--- src/rtl/colour_pkg.sv ---
package colour_pkg;

  typedef enum logic [1:0] {CH_GREEN = 2'd0, CH_RED = 2'd1, CH_BLUE = 2'd2} chan_e;

  localparam logic [1:0] ADDR_CFG  = 2'd1;
  localparam logic [1:0] ADDR_COMP = 2'd2;
  localparam logic [7:0] COMP_OFFSET = 8'd106;

  function automatic logic mode_active(input logic [2:0] m);
    return (m != 3'b000) && (m != 3'b100);
  endfunction

  function automatic chan_e first_chan(input logic [2:0] m);
    case (m)
      3'b010:  return CH_RED;
      3'b011:  return CH_BLUE;
      default: return CH_GREEN;
    endcase
  endfunction

  function automatic chan_e next_chan(input logic [2:0] m, input chan_e c);
    case (m)
      3'b101:  return (c == CH_GREEN) ? CH_RED : (c == CH_RED) ? CH_BLUE : CH_GREEN;
      3'b110:  return (c == CH_GREEN) ? CH_RED : CH_GREEN;
      3'b111:  return (c == CH_GREEN) ? CH_BLUE : CH_GREEN;
      default: return c;
    endcase
  endfunction

  function automatic logic [7:0] comp_value(input logic off, input logic [5:0] adj);
    return off ? ({2'b00, adj} + COMP_OFFSET) : {2'b00, adj};
  endfunction

endpackage

--- src/rtl/sync_rise.sv ---
module sync_rise #(
  parameter int STAGES = 2
) (
  input  logic clk,
  input  logic rst_n,
  input  logic din,
  output logic rise
);
  logic [STAGES:0] sh;

  always_ff @(posedge clk or negedge rst_n) begin
    if (!rst_n) sh <= '0;
    else        sh <= {sh[STAGES-1:0], din};
  end

  assign rise = sh[STAGES-1] & ~sh[STAGES];
endmodule

--- src/rtl/pulse_integrator.sv ---
module pulse_integrator #(
  parameter int HI_BITS = 16,
  parameter int LO_BITS = 12
) (
  input  logic               clk,
  input  logic               rst_n,
  input  logic               clear,
  input  logic               run,
  input  logic               lo_res,
  input  logic               pulse_in,
  output logic               done,
  output logic [HI_BITS-1:0] value
);
  localparam logic [HI_BITS-1:0] LAST_HI = {HI_BITS{1'b1}};
  localparam logic [HI_BITS-1:0] LAST_LO = HI_BITS'((1 << LO_BITS) - 1);

  logic [HI_BITS-1:0] cnt;
  logic [HI_BITS:0]   acc, sum;

  function automatic logic [HI_BITS-1:0] clip(input logic [HI_BITS:0] s, input logic lo);
    logic [HI_BITS:0] cap;
    cap = lo ? {1'b0, LAST_LO} : {1'b0, LAST_HI};
    return (s > cap) ? cap[HI_BITS-1:0] : s[HI_BITS-1:0];
  endfunction

  assign done  = run && (cnt == (lo_res ? LAST_LO : LAST_HI));
  assign sum   = acc + {{HI_BITS{1'b0}}, pulse_in};
  assign value = clip(sum, lo_res);

  always_ff @(posedge clk or negedge rst_n) begin
    if (!rst_n) begin
      cnt <= '0;
      acc <= '0;
    end else if (clear || done) begin
      cnt <= '0;
      acc <= '0;
    end else if (run) begin
      cnt <= cnt + 1'b1;
      acc <= sum;
    end
  end
endmodule

--- src/rtl/colour_seq.sv ---
module colour_seq
  import colour_pkg::*;
#(
  parameter int HI_BITS     = 16,
  parameter int LO_BITS     = 12,
  parameter int SYNC_STAGES = 2
) (
  input  logic               clk,
  input  logic               rst_n,
  input  logic               wr_en,
  input  logic [1:0]         wr_addr,
  input  logic [7:0]         wr_data,
  input  logic               pulse_in,
  input  logic               sync_in,
  output logic               int_out,
  output logic               int_oe,
  output logic               busy,
  output logic [7:0]         ir_comp,
  output logic [HI_BITS-1:0] res_green,
  output logic [HI_BITS-1:0] res_red,
  output logic [HI_BITS-1:0] res_blue
);
  localparam int NCH = 3;

  logic [2:0] mode_q;
  logic       lo_q, sync_q, run_q, int_q, off_q;
  logic [5:0] adj_q;
  chan_e      chan_q;
  logic [HI_BITS-1:0] res_q [NCH];

  logic cfg_wr, comp_wr, sync_edge, start_evt, raw_done, conv_done;
  logic [HI_BITS-1:0] conv_val;
  logic unused_bits;

  assign cfg_wr      = wr_en && (wr_addr == ADDR_CFG);
  assign comp_wr     = wr_en && (wr_addr == ADDR_COMP);
  assign unused_bits = ^{wr_data[6], wr_data[3]};

  sync_rise #(.STAGES(SYNC_STAGES)) u_sync (
    .clk(clk), .rst_n(rst_n), .din(sync_in), .rise(sync_edge)
  );

  assign start_evt = sync_q && !run_q && sync_edge && mode_active(mode_q) && !cfg_wr;

  pulse_integrator #(.HI_BITS(HI_BITS), .LO_BITS(LO_BITS)) u_integ (
    .clk(clk), .rst_n(rst_n), .clear(cfg_wr), .run(run_q), .lo_res(lo_q),
    .pulse_in(pulse_in), .done(raw_done), .value(conv_val)
  );

  assign conv_done = raw_done && !cfg_wr;

  always_ff @(posedge clk or negedge rst_n) begin
    if (!rst_n) begin
      mode_q <= 3'b000;
      lo_q   <= 1'b0;
      sync_q <= 1'b0;
      run_q  <= 1'b0;
      chan_q <= CH_GREEN;
    end else if (cfg_wr) begin
      mode_q <= wr_data[2:0];
      lo_q   <= wr_data[4];
      sync_q <= wr_data[5];
      run_q  <= mode_active(wr_data[2:0]) && !wr_data[5];
      chan_q <= first_chan(wr_data[2:0]);
    end else begin
      if (start_evt) run_q <= 1'b1;
      if (conv_done) chan_q <= next_chan(mode_q, chan_q);
    end
  end

  always_ff @(posedge clk or negedge rst_n) begin
    if (!rst_n) begin
      off_q <= 1'b0;
      adj_q <= '0;
    end else if (comp_wr) begin
      off_q <= wr_data[7];
      adj_q <= wr_data[5:0];
    end
  end

  for (genvar c = 0; c < NCH; c++) begin : g_res
    always_ff @(posedge clk or negedge rst_n) begin
      if (!rst_n)                                  res_q[c] <= '0;
      else if (conv_done && chan_q == chan_e'(c))  res_q[c] <= conv_val;
    end
  end

  always_ff @(posedge clk or negedge rst_n) begin
    if (!rst_n) int_q <= 1'b0;
    else        int_q <= conv_done && !sync_q;
  end

  assign int_oe    = !sync_q;
  assign int_out   = int_q && int_oe;
  assign busy      = run_q;
  assign ir_comp   = comp_value(off_q, adj_q);
  assign res_green = res_q[0];
  assign res_red   = res_q[1];
  assign res_blue  = res_q[2];
endmodule

--- config.mk ---
export PLATFORM = sky130hd
export DESIGN_NAME = colour_seq
export DESIGN_NICKNAME = d
export VERILOG_FILES = /design/src/rtl/colour_pkg.sv /design/src/rtl/sync_rise.sv /design/src/rtl/pulse_integrator.sv /design/src/rtl/colour_seq.sv
export SDC_FILE = /design/constraint.sdc
export NUM_CORES = 1
export LEC_CHECK = 0
export ABC_AREA = 0
export BUFFER_PORTS_ARGS = -buffer_cell sky130_fd_sc_hd__buf_2
export CORE_MARGIN = 3
export CORE_UTILIZATION = 45
export DETAILED_ROUTE_END_ITERATION = 8
export PLACE_DENSITY = 0.66
export SETUP_SLACK_MARGIN = 0.4
export SYNTH_ARGS = -nofsm -noshare
export SYNTH_HDL_FRONTEND = slang
export SYNTH_SLANG_ARGS = --single-unit
--- constraint.sdc ---
create_clock -name clk -period 4.1 [get_ports clk]
set_input_delay 0 -clock clk [delete_from_list [all_inputs] [get_ports clk]]
set_output_delay 0 -clock clk [all_outputs]
set_load 0.01 [all_outputs]
## Word-level counts from Yosys, hierarchy flattened

Cells that the tools add are included.

- Output and inout port bits: 59
- Memory bits (writable): 0
- Memories: 0
- Register bits after elaboration: 100
- Logic and storage cells: 79
- Bits of input ports: 15
- Latch bits: 0
- ROM bits: 0

- Bitwise gates (word level): 2
- Equality and inequality tests: 12
- Reductions and logical operators: 29
- Muxes and demuxes: 18
- Div/mod/pow operators: 0
- Shifts and indexed selects: 0
- Order comparisons: 1
- $add $sub $neg: 3
- $mul: 0

Operators with widths:

| cell | number |
|---|---|
| $mux 16 | 5 |
| $mux 17 | 2 |
| $add 17x1->17 | 1 |
| $gt 17x17->1 | 1 |
| $add 16x1->16 const B | 1 |
| $eq 16x16->1 | 1 |
| $logic_and 1x1->1 | 16 |
| $mux 2 | 5 |
| $eq 3x3->1 const B | 3 |
| $add 6x7->8 const B | 1 |
| $mux 8 | 1 |
| $eq 3x2->1 const B | 2 |
| $ne 3x3->1 const B | 2 |
| $pmux 2 s3 | 1 |
| $reduce_bool 2->1 | 3 |
| $reduce_bool 3->1 | 2 |
| $eq 2x1->1 const B | 2 |
| $eq 2x2->1 const B | 2 |
| $logic_not 1->1 | 4 |
| $pmux 2 s2 | 1 |
| $reduce_bool 4->1 | 1 |
| $mux 1 | 3 |
| $logic_not 2->1 | 1 |
| $reduce_and 2->1 | 1 |
| other kinds (3) | 3 |

## Logic depth before layout (Yosys ltp)

Gate-level depths: netlist of the first run.

- Depth after elaboration: 7
- Depth in mapped cells: 15
- Mapped depth without buffers: 14

## Hierarchy

A second synthesis of the first run with hierarchy kept.

- Cells, all modules: 421
- Area total of the unflattened synthesis: 5056.1 um^2

By module, submodules not included:

| module | instances | seq. area each (um^2) | cells an instance | area an instance (um^2) |
|---|---|---|---|---|
| colour_seq | 1 | 1601.5 | 171 | 2776.4 |
| pulse_integrator | 1 | 825.8 | 246 | 2190.9 |
| sync_rise | 1 | 75.1 | 4 | 88.8 |

## Worst setup path before layout of the first run

OpenSTA, ideal clock, no wires.

- Path type: register to register
- Start: reg u_integ.acc[8]
- End: reg res_q (netlist bit res_blue[3])
- Clock period less this slack: 3.231 ns
- Stages on the path, launching flop included: 12
- Data required time: 3.975 ns
- Data arrival time: 3.106 ns
- Setup time: 0.125 ns
- Path buffers: 0
- Setup slack: 0.869 ns
- Cell sequence: dfrtp_1 -> nand4_1 -> or3_1 -> or4_1 -> xnor2_1 -> ha_1 -> nand4_1 -> nor4_1 -> nand2_1 -> o41a_1 -> or3_1 -> mux2_2

- Longest elaborated chain between the ends: 3

Ends and longest elaborated chain:

| item | RTL line | RTL |
|---|---|---|
| from (decl) | pulse_integrator.sv:18 | `logic [HI_BITS:0] acc, sum;` |
| from (signal assigned) | pulse_integrator.sv:39 | `acc <= sum;` |
| $add 17x1->17 | pulse_integrator.sv:27 | `assign sum = acc + {{HI_BITS{1'b0}}, pulse_in};` |
| $gt 17x17->1 | pulse_integrator.sv:23 | `return (s > cap) ? cap[HI_BITS-1:0] : s[HI_BITS-1:0];` |
| $mux 16 | pulse_integrator.sv:23 |  |
| to (signal, indexed assignment) | colour_seq.sv:84 | `else if (conv_done && chan_q == chan_e'(c)) res_q[c] <= conv_val;` |
| to (decl) | colour_seq.sv:29 | `logic [HI_BITS-1:0] res_q [NCH];` |

No other way between the ends.
A chain may end at the register's enable or synchronous reset.

## Final worst setup path of the first run

- Start: reg u_integ.acc[9]
- End: reg res_q (netlist bit res_blue[3])

The elaborated chain is that of the path after synthesis.

==> results of run 1 <==
## through the flow
step / hold slack, ps / std cells / worst slack [ps] / utilization, %
finish: 127 / 673 / 521 / 57.3
global route: 123 / 673 / 369 / 57.3
CTS: 101 / 659 / 449 / 55.3
floorplan: -296 / 439 / 869 / -
global placement: 108 / 633 / 567 / 52.2
detailed placement: 111 / 633 / 478 / 52.2
## sequential cells by signal (all words and copies together), names as in the netlist
name / count
u_integ.acc: 17
res_blue: 16
res_green: 16
res_red: 16
u_integ.cnt: 16
adj_q: 6
mode_q: 3
u_sync.sh: 3
chan_q: 2
busy: 1
int_q: 1
lo_q: 1
off_q: 1
sync_q: 1
## worst max-delay path by stage
stage | start | to | cells past startpoint
floorplan | u_integ.acc[8] | res_blue[3] | 11
global placement | u_integ.acc[0] | res_green[3] | 14
detailed placement | u_integ.acc[0] | res_green[3] | 14
CTS | u_integ.acc[0] | res_red[13] | 14
global route | u_integ.acc[10] | res_green[14] | 13
finish | u_integ.acc[9] | res_blue[3] | 11
## metal layers
layer / up-vias / GRT usage, %
li1: 1749 / -
met4: 0 / 5.32
met2: 75 / 29.0
met3: 6 / 2.87
met5: - / 0
met1: 1764 / 24.6
## repair_timing
action / in CTS / in global routing
hold buffers: 10 / 0
resized for setup: 0 / 17
hold endpoints to repair: 85 / 0
buffers inserted: 0 / 14
setup endpoints to repair: 0 / 30
## critical path: stages (launching register included)
cell and delay (ps):
dfrtp_1 410, nand4_1 190, or3_4 370, or4_4 460
xnor2_4 160, ha_1 310, nand4_1 110, nor4_2 250
nand2_1 100, o41a_1 470, or3_4 380, mux2_2 260
## synthesized netlist by cell type (2+ instances only)
| library cell | count | area share, % |
|---|---|---|
| nor4_1 | 2 | 0.27 |
| nand3_1 | 16 | 1.7 |
| nor3_1 | 7 | 0.74 |
| nor4_2 | 2 | 0.53 |
| o21ai_0 | 37 | 3.9 |
| ha_1 | 9 | 2.4 |
| o31ai_1 | 18 | 2.9 |
| mux2_2 | 32 | 7.7 |
| nor2_1 | 22 | 1.8 |
| nand2_1 | 69 | 5.5 |
| buf_2 | 4 | 0.43 |
| nor2b_1 | 3 | 0.40 |
| dfrtp_1 | 100 | 53 |
| xnor2_1 | 15 | 2.8 |
| nand4_1 | 8 | 1.1 |
| and4_1 | 2 | 0.37 |
| a21oi_1 | 3 | 0.32 |
| and3_1 | 6 | 0.80 |
| nand3b_1 | 6 | 0.96 |
| a21o_1 | 5 | 0.80 |
| xor2_1 | 18 | 3.4 |
| a22o_1 | 4 | 0.74 |
| clkbuf_1 | 10 | 0.80 |
| or3_1 | 6 | 0.80 |
| inv_1 | 9 | 0.72 |
| or4_1 | 2 | 0.32 |
| and2_1 | 2 | 0.27 |
## report_power, final
| part | internal [W] | switching, W |
|---|---|---|
| registers | 0.00104 | 0.0000693 |
| logic | 0.000144 | 0.000182 |
| clock network | 0.000292 | 0.000361 |
| total | 0.00148 | 0.000612 |
## area by class of cell
class / instances / area (um2)
Fill cell: 869 / 4250
Clock buffer: 9 / 124
Inverter: 9 / 33.8
Timing Repair Buffer: 101 / 606
Clock inverter: 7 / 83.8
Sequential cell: 100 / 2500
Tap cell: 133 / 166
Multi-Input combinational cell: 314 / 2180
## cell families (layout without fill, tap and decap cells)
group	after synthesis	count (layout)
compound gates	77	77
fa+ha+maj	9	9
buf+inv	25	126
mux	32	32
flops	100	100
simple gates	163	163
xor+xnor	33	33
==> impl_metrics.yaml, run 1 <==
run_status:
  status: "complete, no violations"
synth:
  seq_area_frac_synth_pct: 53.2
  synthAdderAreaFrac_pct: 2.39
  synth_edf_count: 0
  syn_avg_cell_area_um2: 10.7
  ys_warn_count: 0
  async_flop_share_pct: 100
  synth-xor-area-share_pct: 6.14
  synth-seq-cells: 100
  syn_nets: 463
  synth-compound-area-share_pct: 10.8
  synth_cell_types: 49
  synthesis.instances: 439
  synth_mux_area_share_pct: 7.66
  yosys.area_share.simple_pct: 17.4
  syn_area_mm2: 0.00471
  synth_ff_type: "dfrtp_1"
  synth_top_family_by_area: "simple AND/OR/NAND/NOR gates"
worst_setup_path:
  arrival_ps: 3830
  worstReg2RegEnd: "res_blue[3]"
  worstSetupStartpointType: "register"
  r2r_start: "u_integ.acc[9]"
  ff2ff_path_depth: 11
  required_ps: 4350
  endpoint_kind: "register"
  crit_fanout: 6
  ff2ff_setup_slack_ps: 520
  critPathKind: "register to register"
timing:
  fmax_mhz: 279
  maxSlewHeadroom_pct: 37.6
  final-max-slew-violation-count: 0
  worst-slew-pin-transition_ps: 933
  final-hold-violation-count: 0
  fin_crit_sh_pct: 87.3
  finalClockSkew_ps: 18.9
  final-setup-viol-count: 0
  fin_crit_ps: 3580
  fin_setup_tns_ps: 0
  rsz0062_at_grt: "true"
pwr:
  ir_drop_mv: 0.227
  power_density_mw_per_mm2: 366
  power_w: 0.00209
  p_leak_nw: 2.82
flow_run:
  cap_violations: 0
die:
  core_area_mm2: 0.00995
  die_y_um: 108
  die_area_mm2: 0.0117
  rows: 36
  start_util_pct: 47.3
  ioPinCount: 74
  die_w_um: 108
drt:
  dr.pass1.iters: 5
  ant_nets: 0
  wl_met1_mm: 4.90
  highest_layer: "met4"
  num_vias: 3594
  wl_met2_mm: 4.93
  drt-total-wl_mm: 10.3
  drc: 0
  routed-wl-met3_um: 364
  avgRoutedWirePerCell_um: 15.3
  via_per_inst: 5.34
  drt_iter0_markers: 132
cts:
  tritoncts: "done"
  clk_latency_ps: 360
  cts_buffers: 9
  cts.sinks: 100
  root_buffer: "clkbuf_8"
  cts_htree_levels: 3
  cts.clk_slew.worst_paths_ps: 100
  cts_buffer_depth: 2
global_routing:
  antenna_found_initial: 0
  grt_pass1_wl_mm: 16.5
  track_usage_pct: 17.8
  grt_start_max_net_pins: 71
  gr-total-overflow: 0
  grt_pass1_vias: 3410
min_path:
  hold_path.startpoint: "pulse_in"
  whs_endpoint: "u_integ.acc[0]"
  hp-class: "primary input to register"
  holdPathStages: 3
layout:
  layout_common_cells: "98 x dfrtp_1, 71 x buf_2, 69 x nand2_1"
  final_area_mm2: 0.00570
  area_delta_synth_final_pct: 21.2
  layout_commonest_cell: "dfrtp_1"
  diodes: 0
  layout-drive-gt1-share_pct: 29.6
  fin_nets: 559
place:
  dp_hpwl_mm: 7.17
  port_buffers: 72
  place_area_mm2: 0.00520
  gp_congestion: 0.837
Power figures use the tool's default switching activity.
==> inputs of run 2 (changes only) <==
--- a/config.mk
+++ b/config.mk
@@ -6,7 +6,7 @@
 export NUM_CORES = 1
 export LEC_CHECK = 0
 export ABC_AREA = 0
-export BUFFER_PORTS_ARGS = -buffer_cell sky130_fd_sc_hd__buf_2
+export BUFFER_PORTS_ARGS = -buffer_cell sky130_fd_sc_hd__buf_4
 export CORE_MARGIN = 3
 export CORE_UTILIZATION = 45
 export DETAILED_ROUTE_END_ITERATION = 8
==> run 2 against run 1 <==
Against the previous run: setup slack gained 25 ps; non-clock buffer count shrank 6; hold slack worse by 36 ps; critical endpoint unchanged; largest power group unchanged.
==> impl_metrics.yaml, run 2 (synthesized netlist as in run 1, its figures left out) <==
run_status:
  status: "complete, no violations"
worst_setup_path:
  r2r_start: "u_integ.acc[0]"
  cp_slowest_cell: "o41a_1"
  crit_family: "simple AND/OR/NAND/NOR gates"
  critPathKind: "register to register"
  required_ps: 4360
  crit_fanout: 6
  critPathBufInv: 0
  slowest_delay_ps: 480
  arrival_ps: 3810
  setup.worst_path.start: "u_integ.acc[0]"
  crit_path_cell_trace: "ha_1, ha_4, nand3_1, or2_4, nor2_1, xnor2_1, ha_1, nand3_1, nor4_2, nand2_1, o41a_1, or3_4, mux2_2"
  endpoint_kind: "register"
  worstSetupStartpointType: "register"
layout:
  post-route-util_pct: 58.5
  top_register: "u_integ.acc"
  largest_register_ffs: 17
  layout_commonest_cell: "dfrtp_1"
  fin_nets: 553
  layout-drive-gt1-share_pct: 28.7
  diodes: 0
  area_delta_synth_final_pct: 23.7
  layout_common_cells: "98 x dfrtp_1, 85 x buf_4, 69 x nand2_1"
cts:
  cts_buffers: 9
  cts.clk_slew.worst_paths_ps: 110
  tritoncts: "done"
  cts.sinks: 100
  cts_buffer_depth: 2
  clk_latency_ps: 370
  cts_htree_levels: 3
  root_buffer: "clkbuf_8"
timing:
  final-max-slew-violation-count: 0
  final-setup-viol-count: 0
  final-hold-violation-count: 0
  fin_crit_ps: 3550
  fmax_mhz: 281
  maxSlewHeadroom_pct: 27.6
  finalClockSkew_ps: 12.4
  worst-slew-pin-transition_ps: 1080
  fin_setup_tns_ps: 0
  fin_crit_sh_pct: 86.7
  rsz0062_at_grt: "false"
pwr:
  p_seq_share_pct: 51.9
  ir_drop_mv: 0.193
  power_density_mw_per_mm2: 367
  p_int_w: 0.00150
  combPwrFrac_pct: 16.1
  power_frac_clock_pct: 32.0
  power.switching_w: 0.000637
  p_sw_share_pct: 29.8
  p_leak_nw: 2.81
place:
  gp_congestion: 0.818
  port_buffers: 72
  dp_hpwl_mm: 7.25
drt:
  ant_nets: 0
  drt_iter0_markers: 194
  avgRoutedWirePerCell_um: 15.8
  drt-total-wl_mm: 10.6
  via_per_inst: 5.36
  num_vias: 3574
  drc: 0
  dr.pass1.iters: 4
global_routing:
  gr-total-overflow: 0
  grt_start_max_net_pins: 66
  grt_pass1_wl_mm: 17.3
  antenna_found_initial: 0
  grt_pass1_vias: 3520
  track_usage_pct: 18.5
min_path:
  hp-class: "primary input to register"
  hold_path.startpoint: "pulse_in"
flow_run:
  cap_violations: 0
die:
  die_area_mm2: 0.0117
  die_w_um: 108
  ioPinCount: 74
  die_y_um: 108
  rows: 36
  core_area_mm2: 0.00995
  start_util_pct: 47.3
==> run 2: final cells by class <==
class	count	area (um2)
inverter	9	33.8
multi-input combinational	314	2160
fill	869	4140
clock inverter	7	95.1
timing repair buffer	95	738
clock buffer	9	124
tap	133	166
sequential	100	2500
==> run 2: path summary, 6_finish.rpt <==
check                      slack, ps              to  depth (start not counted)
min reg2reg                      360    u_sync.sh[1]                          0
max reg2reg                      550     res_blue[3]                         13
max in group asynchronous       2880  u_integ.acc[4]                          3
max                              550     res_blue[3]                         13
min                               90  u_integ.acc[0]                          3
min in group asynchronous        260    res_green[8]                          2
==> run 2: timing repair <==
action,4_1_cts,5_1_grt
hold endpoints to repair,80,0
setup endpoints to repair,0,30
gates resized for setup,0,13
hold buffers,10,0
setup buffers,0,9
==> run 2: layer usage <==
metal	GRT usage (%)	wire (um)	part of all wire [%]	vias to the layer above
li1	-	-	-	1730
met1	25.0	4730	45	1749
met2	31.0	5200	49	80
met3	2.69	486	4.6	15
met4	5.95	145	1.4	0
met5	0	0	0	-
==> run 2: worst reg2reg max path, cell delays in order (launching register included) <==
cell,delay (ps)
dfrtp_1,390
ha_1,200
ha_4,180
nand3_1,160
or2_4,290
nor2_1,150
xnor2_1,130
ha_1,320
nand3_1,110
nor4_2,280
nand2_1,140
o41a_1,480
or3_4,380
mux2_2,270
==> run 2: through the flow <==
| step | instance area (um2) | instances | hold slack, ps | power (W) | setup slack (ps) |
|---|---|---|---|---|---|
| global placement | 5370 | 632 | 110 | 0.00144 | 590 |
| CTS | 5690 | 658 | 79.6 | 0.00214 | 496 |
| floorplan | 4710 | 439 | -296 | 0.00131 | 869 |
| finish | 5820 | 667 | 90.2 | 0.00213 | 547 |
| detailed placement | 5370 | 632 | 113 | 0.00145 | 533 |
| global route | 5820 | 667 | 102 | 0.00225 | 399 |
==> run 2: power groups by stage <==
| stage | combinational, W | clock [W] | sequential, W |
|---|---|---|---|
| 2_1_floorplan | 0.000209 | 0 | 0.00110 |
| 3_3_place_gp | 0.000320 | 0 | 0.00112 |
| 3_5_place_dp | 0.000325 | 0 | 0.00112 |
| 4_1_cts | 0.000338 | 0.000697 | 0.00110 |
| 5_1_grt | 0.000389 | 0.000740 | 0.00112 |
| 6_report | 0.000343 | 0.000684 | 0.00111 |
==> inputs of run 3 (changes only) <==
--- a/config.mk
+++ b/config.mk
@@ -6,11 +6,10 @@
 export NUM_CORES = 1
 export LEC_CHECK = 0
 export ABC_AREA = 0
-export BUFFER_PORTS_ARGS = -buffer_cell sky130_fd_sc_hd__buf_4
 export CORE_MARGIN = 3
 export CORE_UTILIZATION = 45
 export DETAILED_ROUTE_END_ITERATION = 8
-export PLACE_DENSITY = 0.66
+export DONT_BUFFER_PORTS = 1
 export SETUP_SLACK_MARGIN = 0.4
 export SYNTH_ARGS = -nofsm -noshare
 export SYNTH_HDL_FRONTEND = slang
==> constraint.sdc (replaced) <==
create_clock -name clk -period 4.1 [get_ports clk]
set_input_delay 0.82 -clock clk [delete_from_list [all_inputs] [get_ports clk]]
set_output_delay 0.82 -clock clk [all_outputs]
set_load 0.01 [all_outputs]
==> run 3 against run 2 <==
Against the previous run: sequential power about the same; cell area decreased by 13%; clock skew shrank 1.7 ps; critical path type unchanged; non-clock buffer count is 87 lower; register-to-register slack improved by 50 ps; die area is the same; total power is 5.2% lower; first-iteration DRC count shrank 28%.
==> impl_metrics.yaml, run 3 (synthesized netlist as in run 1, its figures left out) <==
pwr:
  ir_drop_mv: 0.189
  power_density_mw_per_mm2: 398
  p_leak_nw: 2.35
drt:
  drc: 0
  via_per_inst: 5.51
  wl_met1_mm: 4.16
  wl_met2_mm: 4.85
  routed-wl-met3_um: 746
  num_vias: 3198
  dr.pass1.iters: 4
  highest_layer: "met4"
  drt-total-wl_mm: 9.85
  avgRoutedWirePerCell_um: 17.0
  ant_nets: 0
  drt_iter0_markers: 140
global_routing:
  track_usage_pct: 17.7
  grt_pass1_wl_mm: 16.2
  grt_pass1_vias: 3105
  grt_start_max_net_pins: 101
  gr-total-overflow: 0
  antenna_found_initial: 0
cts:
  cts.repair.resized: 0
  root_buffer: "clkbuf_8"
  postCtsHoldBufs: 0
  post_cts_buffers: 0
  cts_buffer_depth: 2
  cts_buffers: 9
  cts.sinks: 100
  clk_latency_ps: 360
  tritoncts: "done"
  cts.clk_slew.worst_paths_ps: 100
  cts_htree_levels: 3
die:
  die_y_um: 108
  die_w_um: 108
  ioPinCount: 74
  die_area_mm2: 0.0117
  rows: 36
  start_util_pct: 47.3
  core_area_mm2: 0.00995
layout:
  fin_nets: 466
  layout-drive-gt1-share_pct: 15.4
  multi_input_area_mm2: 0.00209
  largest_register_ffs: 17
  seq_area_mm2: 0.00251
  finalNonFillerCells: 580
  top_register: "u_integ.acc"
  fillers: 896
  layout_common_cells: "97 x dfrtp_1, 69 x nand2_1, 37 x o21ai_0"
  area_delta_synth_final_pct: 7.90
  layout_commonest_cell: "dfrtp_1"
  diodes: 0
timing:
  fmax_mhz: 285
  final-setup-viol-count: 0
  holdWs_ps: 136
  rsz0062_at_grt: "true"
  final-max-slew-violation-count: 0
  fin_crit_sh_pct: 85.5
  final-hold-violation-count: 0
  finalClockSkew_ps: 10.7
  fin_setup_tns_ps: 0
  maxSlewHeadroom_pct: 25.9
  worst_slack_ps: 596
  fin_crit_ps: 3500
  worst-slew-pin-transition_ps: 1110
worst_setup_path:
  cp_slowest_cell: "dfrtp_2"
  crit_path_cell_trace: "nand4_1, or3_1, or4_1, xnor2_1, ha_1, nand4_1, nor4_1, nand2_1, o41a_1, or3_1, mux2_2"
  crit_cells: 11
  worstSetupStartpointType: "register"
  critPathKind: "register to register"
  endpoint_kind: "register"
  ff2ff_path_depth: 11
  arrival_ps: 3760
  required_ps: 4360
  crit_family: "simple AND/OR/NAND/NOR gates"
  crit_fanout: 7
  slowest_delay_ps: 430
  critPathBufInv: 0
flow_run:
  cap_violations: 0
place:
  port_buffers: 0
  dp_slack_ps: 265
  gp_congestion: 0.811
  dp_hpwl_mm: 7.07
  dp.cells: 564
run_status:
  status: "complete, no violations"
min_path:
  hp-class: "primary input to asynchronous set/reset pin"
## run 3: cell count changes in the layout (fill, tap and decap cells not counted), moves of 2 or more
cell and delta:
buf_4 -77, dlygate4sd3_1 -10, xnor2_1 +2, xnor2_2 -2
## run 3: per-layer routing
layer  up-vias  GRT usage, %
met1      1561          22.4
met2        78          29.4
met4         0          4.33
li1       1550             -
met3         9          5.85
met5         -             0
## run 3: worst register-to-register path: stages, from the launching register on
cell     delay [ps]
dfrtp_2         430
nand4_1         180
or3_1           360
or4_1           430
xnor2_1         170
ha_1            320
nand4_1         100
nor4_1          210
nand2_1         130
o41a_1          390
or3_1           390
mux2_2          280
## run 3: final timing paths
check,from,to,slack (ps)
max,u_integ.acc[8],res_blue[3],600
min,rst_n,u_integ.acc[15],140
max reg2reg,u_integ.acc[8],res_blue[3],600
min reg2reg,u_sync.sh[0],u_sync.sh[1],370
max in group asynchronous,rst_n,u_integ.acc[11],3800
min in group clk,u_sync.sh[0],u_sync.sh[1],370
## run 3: layout make-up
| type | instances | area share [%] |
|---|---|---|
| inverter | 9 | 0.665 |
| tap | 133 | 3.28 |
| sequential | 100 | 49.4 |
| multi-input combinational | 314 | 41.2 |
| clock inverter | 7 | 1.85 |
| clock buffer | 9 | 2.44 |
| timing repair buffer | 8 | 1.18 |
## run 3: per-stage QoR
step	power, W	utilization (%)	cell area (um2)
after global placement	0.00137	48.8	4860
after detailed placement	0.00138	48.8	4860
after CTS	0.00206	51.0	5070
after global routing	0.00214	51.0	5080
after floorplan	0.00131	-	4710
final	0.00202	51.0	5080
## run 3: where the power goes
| group | total, W | switching [W] | internal, W | leakage (nW) |
|---|---|---|---|---|
| clock | 0.000668 | 0.000369 | 0.000299 | 0.107 |
| sequential | 0.00111 | 0.0000698 | 0.00104 | 1.35 |
| combinational | 0.000246 | 0.000147 | 0.0000988 | 0.885 |
| total | 0.00202 | 0.000586 | 0.00144 | 2.35 |
